[src/rtl/ext_irq_pkg.sv]
package ext_irq_pkg;
  typedef enum logic [1:0] {
    SENSE_LOW  = 2'b00,
    SENSE_ANY  = 2'b01,
    SENSE_FALL = 2'b10,
    SENSE_RISE = 2'b11
  } sense_e;

  localparam logic [1:0] ADDR_CTRL = 2'd0;
  localparam logic [1:0] ADDR_MASK = 2'd1;
  localparam logic [1:0] ADDR_FLAG = 2'd2;
endpackage

[src/rtl/ext_irq_sync.sv]
module ext_irq_sync #(
  parameter int unsigned WIDTH  = 4,
  parameter int unsigned STAGES = 2
) (
  input  logic             clk_i,
  input  logic             rst_ni,
  input  logic [WIDTH-1:0] d_i,
  output logic [WIDTH-1:0] q_o
);
  logic [WIDTH-1:0] stage_q [STAGES];

  // reset to idle-high so a quiet pin produces no event after reset
  always_ff @(posedge clk_i or negedge rst_ni) begin
    if (!rst_ni) begin
      for (int s = 0; s < STAGES; s++) stage_q[s] <= '1;
    end else begin
      stage_q[0] <= d_i;
      for (int s = 1; s < STAGES; s++) stage_q[s] <= stage_q[s-1];
    end
  end

  assign q_o = stage_q[STAGES-1];
endmodule

[src/rtl/ext_irq_regs.sv]
module ext_irq_regs
  import ext_irq_pkg::*;
#(
  parameter int unsigned NUM_CH = 4,
  parameter int unsigned DATA_W = 8,
  localparam int unsigned CTRL_W = 2 * NUM_CH
) (
  input  logic              clk_i,
  input  logic              rst_ni,
  input  logic              we_i,
  input  logic [1:0]        addr_i,
  input  logic [DATA_W-1:0] wdata_i,
  input  logic [NUM_CH-1:0] flag_i,
  output logic [DATA_W-1:0] rdata_o,
  output logic [CTRL_W-1:0] ctrl_o,
  output logic [NUM_CH-1:0] mask_o,
  output logic [NUM_CH-1:0] w1c_o
);
  logic [CTRL_W-1:0] ctrl_q;
  logic [NUM_CH-1:0] mask_q;

  always_ff @(posedge clk_i or negedge rst_ni) begin
    if (!rst_ni) begin
      ctrl_q <= '0;
      mask_q <= '0;
    end else if (we_i) begin
      if (addr_i == ADDR_CTRL) ctrl_q <= wdata_i[CTRL_W-1:0];
      if (addr_i == ADDR_MASK) mask_q <= wdata_i[NUM_CH-1:0];
    end
  end

  assign w1c_o  = (we_i && addr_i == ADDR_FLAG) ? wdata_i[NUM_CH-1:0] : '0;
  assign ctrl_o = ctrl_q;
  assign mask_o = mask_q;

  always_comb begin
    rdata_o = '0;
    case (addr_i)
      ADDR_CTRL: rdata_o[CTRL_W-1:0] = ctrl_q;
      ADDR_MASK: rdata_o[NUM_CH-1:0] = mask_q;
      ADDR_FLAG: rdata_o[NUM_CH-1:0] = flag_i;
      default:   rdata_o = '0;
    endcase
  end

  p_ctrl_write_r2: assert property (@(posedge clk_i) disable iff (!rst_ni)
    (we_i && addr_i == ADDR_CTRL) |=> ctrl_q == $past(wdata_i[CTRL_W-1:0]));
endmodule

[src/rtl/ext_irq_chan.sv]
module ext_irq_chan
  import ext_irq_pkg::*;
(
  input  logic   clk_i,
  input  logic   rst_ni,
  input  logic   io_en_i,
  input  logic   sync_i,
  input  sense_e sense_i,
  input  logic   clr_i,
  output logic   flag_o,
  output logic   req_o
);
  logic prev_q, flag_q, edge_evt;

  // history runs regardless of io_en_i so gated edges are lost, not deferred
  always_ff @(posedge clk_i or negedge rst_ni) begin
    if (!rst_ni) prev_q <= 1'b1;
    else         prev_q <= sync_i;
  end

  always_comb begin
    unique case (sense_i)
      SENSE_ANY:  edge_evt = sync_i ^ prev_q;
      SENSE_FALL: edge_evt = prev_q & ~sync_i;
      SENSE_RISE: edge_evt = ~prev_q & sync_i;
      default:    edge_evt = 1'b0;
    endcase
    edge_evt = edge_evt & io_en_i;
  end

  always_ff @(posedge clk_i or negedge rst_ni) begin
    if (!rst_ni)       flag_q <= 1'b0;
    else if (edge_evt) flag_q <= 1'b1;
    else if (clr_i)    flag_q <= 1'b0;
  end

  assign flag_o = flag_q;
  assign req_o  = (sense_i == SENSE_LOW) ? ~sync_i : flag_q;

  p_edge_wins_r7: assert property (@(posedge clk_i) disable iff (!rst_ni)
    (edge_evt && clr_i) |=> flag_q);
  p_clear_r7: assert property (@(posedge clk_i) disable iff (!rst_ni)
    (clr_i && !edge_evt) |=> !flag_q);
  p_gated_hold_r8: assert property (@(posedge clk_i) disable iff (!rst_ni)
    (!io_en_i && !clr_i) |=> flag_q == $past(flag_q));
endmodule

[src/rtl/ext_irq_sense.sv]
module ext_irq_sense
  import ext_irq_pkg::*;
#(
  parameter int unsigned NUM_CH      = 4,
  parameter int unsigned DATA_W      = 8,
  parameter int unsigned SYNC_STAGES = 2
) (
  input  logic              clk_i,
  input  logic              rst_ni,
  input  logic              io_clk_en_i,
  input  logic [NUM_CH-1:0] pin_i,
  input  logic              gie_i,
  input  logic [NUM_CH-1:0] ack_i,
  input  logic              reg_we_i,
  input  logic [1:0]        reg_addr_i,
  input  logic [DATA_W-1:0] reg_wdata_i,
  output logic [DATA_W-1:0] reg_rdata_o,
  output logic [NUM_CH-1:0] irq_o
);
  localparam int unsigned CTRL_W = 2 * NUM_CH;

  logic [NUM_CH-1:0] pin_sync, flag, req, mask, w1c;
  logic [CTRL_W-1:0] ctrl;

  ext_irq_sync #(.WIDTH(NUM_CH), .STAGES(SYNC_STAGES)) i_sync (
    .clk_i, .rst_ni, .d_i(pin_i), .q_o(pin_sync)
  );

  ext_irq_regs #(.NUM_CH(NUM_CH), .DATA_W(DATA_W)) i_regs (
    .clk_i, .rst_ni,
    .we_i(reg_we_i), .addr_i(reg_addr_i), .wdata_i(reg_wdata_i),
    .flag_i(flag), .rdata_o(reg_rdata_o),
    .ctrl_o(ctrl), .mask_o(mask), .w1c_o(w1c)
  );

  for (genvar c = 0; c < NUM_CH; c++) begin : g_ch
    ext_irq_chan i_chan (
      .clk_i, .rst_ni,
      .io_en_i(io_clk_en_i),
      .sync_i(pin_sync[c]),
      .sense_i(sense_e'(ctrl[2*c +: 2])),
      .clr_i(ack_i[c] | w1c[c]),
      .flag_o(flag[c]),
      .req_o(req[c])
    );
  end

  assign irq_o = req & mask & {NUM_CH{gie_i}};

  p_gie_r3: assert property (@(posedge clk_i) disable iff (!rst_ni)
    !gie_i |-> irq_o == '0);
  p_mask_r3: assert property (@(posedge clk_i) disable iff (!rst_ni)
    (irq_o & ~mask) == '0);
endmodule

[config.mk]
export PLATFORM = sky130hd
export DESIGN_NAME = ext_irq_sense
export DESIGN_NICKNAME = d
export VERILOG_FILES = /design/src/rtl/ext_irq_pkg.sv /design/src/rtl/ext_irq_sync.sv /design/src/rtl/ext_irq_regs.sv /design/src/rtl/ext_irq_chan.sv /design/src/rtl/ext_irq_sense.sv
export SDC_FILE = /design/constraint.sdc
export NUM_CORES = 1
export LEC_CHECK = 0
export ABC_CLOCK_PERIOD_IN_PS = 2300
export BUFFER_PORTS_ARGS = -buffer_cell sky130_fd_sc_hd__buf_2
export CAP_MARGIN = 5
export CORE_UTILIZATION = 55
export CTS_BUF_LIST = sky130_fd_sc_hd__clkbuf_2 sky130_fd_sc_hd__clkbuf_4 sky130_fd_sc_hd__clkbuf_8
export DETAILED_ROUTE_END_ITERATION = 7
export GPL_ROUTABILITY_DRIVEN = 0
export PLACE_DENSITY = 0.91
export SETUP_SLACK_MARGIN = 0.02
export SLEW_MARGIN = 25
export SYNTH_ARGS = -nofsm -noshare
export SYNTH_HDL_FRONTEND = slang
export SYNTH_HIERARCHICAL = 1
export SYNTH_SLANG_ARGS = --single-unit
[constraint.sdc]
create_clock -name clk_i -period 2.3 [get_ports clk_i]
set_input_delay 0.46 -clock clk_i [delete_from_list [all_inputs] [get_ports clk_i]]
set_output_delay 0.46 -clock clk_i [all_outputs]
set_load 0.1 [all_outputs]
==> results.sh <==
export IMPL_synthXorXnorAreaFrac=0
export IMPL_detailed_place_area_mm2=0.001719
export IMPL_grt_pass1_vias=947
export IMPL_clkTransAtPathRegs_ns=0.14
export IMPL_synth_edf_count=0
export IMPL_ios=35
export IMPL_die_x_um=53.86
export IMPL_postCtsHoldBufs=0
export IMPL_syn_instance_count=119
export IMPL_synth_top_area_frac=0.2707
export IMPL_finalHoldViolations=0
export IMPL_status="completed"
export IMPL_post_place_ws_ns=0.2613
export IMPL_post_route_period_util=0.9221
export IMPL_synth_top_area_cell="dfrtp_1"
export IMPL_drt_wl_total_um=2743
export IMPL_slew_violations=0
export IMPL_crit_fanout=6
export IMPL_power_density_mw_per_mm2=738.4
export IMPL_placement_rows=18
export IMPL_die_height_um=53.86
export IMPL_clkLatencyLatePin_ns=0.33
export IMPL_cts_sinks=28
export IMPL_worstHoldPathType="input port to asynchronous set/reset pin"
export IMPL_antenna_cells=0
export IMPL_drt_initial_drc_count=3
export IMPL_fill_cells=182
export IMPL_synth_nets=150
export IMPL_multi_input_area_um2=690.7
export IMPL_cts_setup_buffers=0
export IMPL_cap_violations=0
export IMPL_synth_simple_area_share=0.1387
export IMPL_dp_hpwl_um=2104
export IMPL_yosys_top_cells_count="dfrtp_1 (16), dfstp_2 (12), inv_1 (12), mux2_2 (12)"
export IMPL_irDropWorstVdd_mv=0.5466
export IMPL_relSlewSlack=0.5912
export IMPL_regArea_um2=715.7
export IMPL_synth_ff_latch_count=28
export IMPL_grt_pass1_wl_um=4312
export IMPL_layout_nets=183
export IMPL_leakage_nw=0.8340
export IMPL_htreeDepth=1
export IMPL_dp_cells=177
export IMPL_syn_mean_instance_area_um2=12.43
export IMPL_dr_total_vias=997
export IMPL_postLayoutCellArea_mm2=0.001742
export IMPL_ys_flop_type="dfrtp_1"
export IMPL_worstSetupStartpointType="flip-flop"
export IMPL_fin_ws_ns=0.1793
export IMPL_grt_ovfl_total=0
export IMPL_synth_cell_types=22
export IMPL_grt_max_degree=29
export IMPL_fmax_mhz=471.5
export IMPL_track_usage=0.2163
export IMPL_drive_above_1_share=0.4667
export IMPL_coreArea_mm2=0.002500
export IMPL_yosysSeqAreaShare=0.4839
export IMPL_rsz0062_at_grt="false"
export IMPL_cp_slowest_stage_delay_ns=0.46
export IMPL_syn_to_final_growth_pct=17.77
export IMPL_critical_path_class="flip-flop to output port"
export IMPL_required_ns=1.84
export IMPL_cp_cell_sequence="o31ai_1 -> and3_1 -> buf_2"
export IMPL_stdcell_count=180
export IMPL_antenna_found_initial=0
export IMPL_setup_tns_ns=0
export IMPL_start_util=0.5916
export IMPL_vias_per_cell=5.539
export IMPL_first_pass_iters=4
export IMPL_synth_adder_area_share=0.06768
export IMPL_portBuffers=34
export IMPL_synth_area_mm2=0.001479
export IMPL_ys_async_sr_fraction=1.000
export IMPL_tightest_slew_ns=0.6132
export IMPL_cts_buffers=3
export IMPL_endpoint_kind="output port"
export IMPL_fin_worst_skew_ns=0.004675
export IMPL_setup_viol=0
export IMPL_synth_area_leaders="dfrtp_1 (27%), dfstp_2 (21%), mux2_2 (9.1%)"
export IMPL_detail_route_wl_per_cell_um=15.24
export IMPL_ant_nets=0
export IMPL_cts_root_buf="clkbuf_4"
export IMPL_cp_slowest_cell="dfrtp_1"
export IMPL_cts_resized=0
export IMPL_cts_tree="done"
export IMPL_synth_top_family_by_area="multiplexers"
export IMPL_die_area_mm2=0.002900
export IMPL_clk_path_buf_depth=2
export IMPL_yosysMostFrequentCell="dfrtp_1"
export IMPL_synth_area_mux_share=0.1455
export IMPL_hold_ws_ns=0.1229
export IMPL_yosys_warnings=6
export IMPL_drc=0
export IMPL_period_needed_ns=2.121
export IMPL_crit_arrival_ns=1.66
export IMPL_synth_compound_area_share=0.09814
## flip-flops by register name, indices dropped and copies added (netlist names)
register and cells:
g_ch.i_chan/prev_q 4, i_sync/stage_q 4, i_regs/ctrl_o 8, i_sync/q_o 4, i_regs/mask_o 4, g_ch.i_chan/flag_o 4
## area by class of cell
cell class                      instances  area share
Clock buffer                            3     0.01293
Timing Repair Buffer                   34      0.1322
Inverter                               12     0.02586
Sequential cell                        28      0.4109
Tap cell                               30     0.02155
Multi-Input combinational cell         73      0.3966
## path summary, 6_finish.rpt
check / from / to / slack [ns] / cells after the start
min reg2reg: i_sync/stage_q[6] / i_sync/q_o[2] / 0.37 / 0
max reg2reg: i_sync/q_o[0] / g_ch[0].i_chan/flag_o / 0.99 / 4
min in group clk_i: pin_i[2] / i_sync/stage_q[6] / 0.21 / 1
max: i_regs/ctrl_o[3] / irq_o[1] / 0.18 / 3
min: rst_ni / i_regs/mask_o[2] / 0.12 / 1
max in group asynchronous: rst_ni / g_ch[0].i_chan/flag_o / 1.78 / 1
## layer usage
metal	part of all wire	global-route usage	wire length, um
met5	0	0	0
met4	0.013	0.06579	35
met3	0.032	0.01695	88
met2	0.53	0.3930	1462
met1	0.42	0.2702	1157
## cells in the final DEF, fill, tap and decap left out
master,netlist,layout
o31ai_1,4,4
nand2_1,4,4
inv_1,12,12
mux2_2,12,12
ha_1,8,8
nand3b_1,1,1
and3_1,4,4
nand4bb_1,4,4
dfrtp_1,16,16
nor2_1,1,1
and3b_1,1,1
o2bb2ai_2,0,4
and2_1,8,8
dfstp_2,12,12
nor2b_1,1,1
buf_2,0,30
nor3b_4,1,1
buf_12,0,4
o221ai_2,4,4
or2_1,4,4
mux2i_1,8,8
clkbuf_4,0,3
o21ai_0,4,4
## stage by stage
step	util	total power, mW
floorplan	-	0.9652
global placement	0.6877	1.079
detailed placement	0.6877	1.101
CTS	0.6967	1.296
global route	0.6967	1.344
finish	0.6967	1.286
## logic make-up after synthesis
logic type,Yosys count
AOI/OAI and AO/OA,16
adders and majority gates,8
buffers and inverters,18
DFF,28
muxes,20
and+or+nand+nor,29
## worst max-delay path: cells and delay by family (launching register included)
| family | cells | cell delay (ns) |
|---|---|---|
| flip-flops | 1 | 0.46 |
| AO/OA/AOI/OAI | 1 | 0.27 |
| buffers and inverters | 1 | 0.42 |
| AND/OR/NAND/NOR | 1 | 0.19 |
## power breakdown
| part | switching, mW | internal (mW) |
|---|---|---|
| combinational | 0.282 | 0.170 |
| sequential | 0.0707 | 0.565 |
| clock | 0.137 | 0.0616 |
Note: power is estimated with default switching activity, not from simulation.
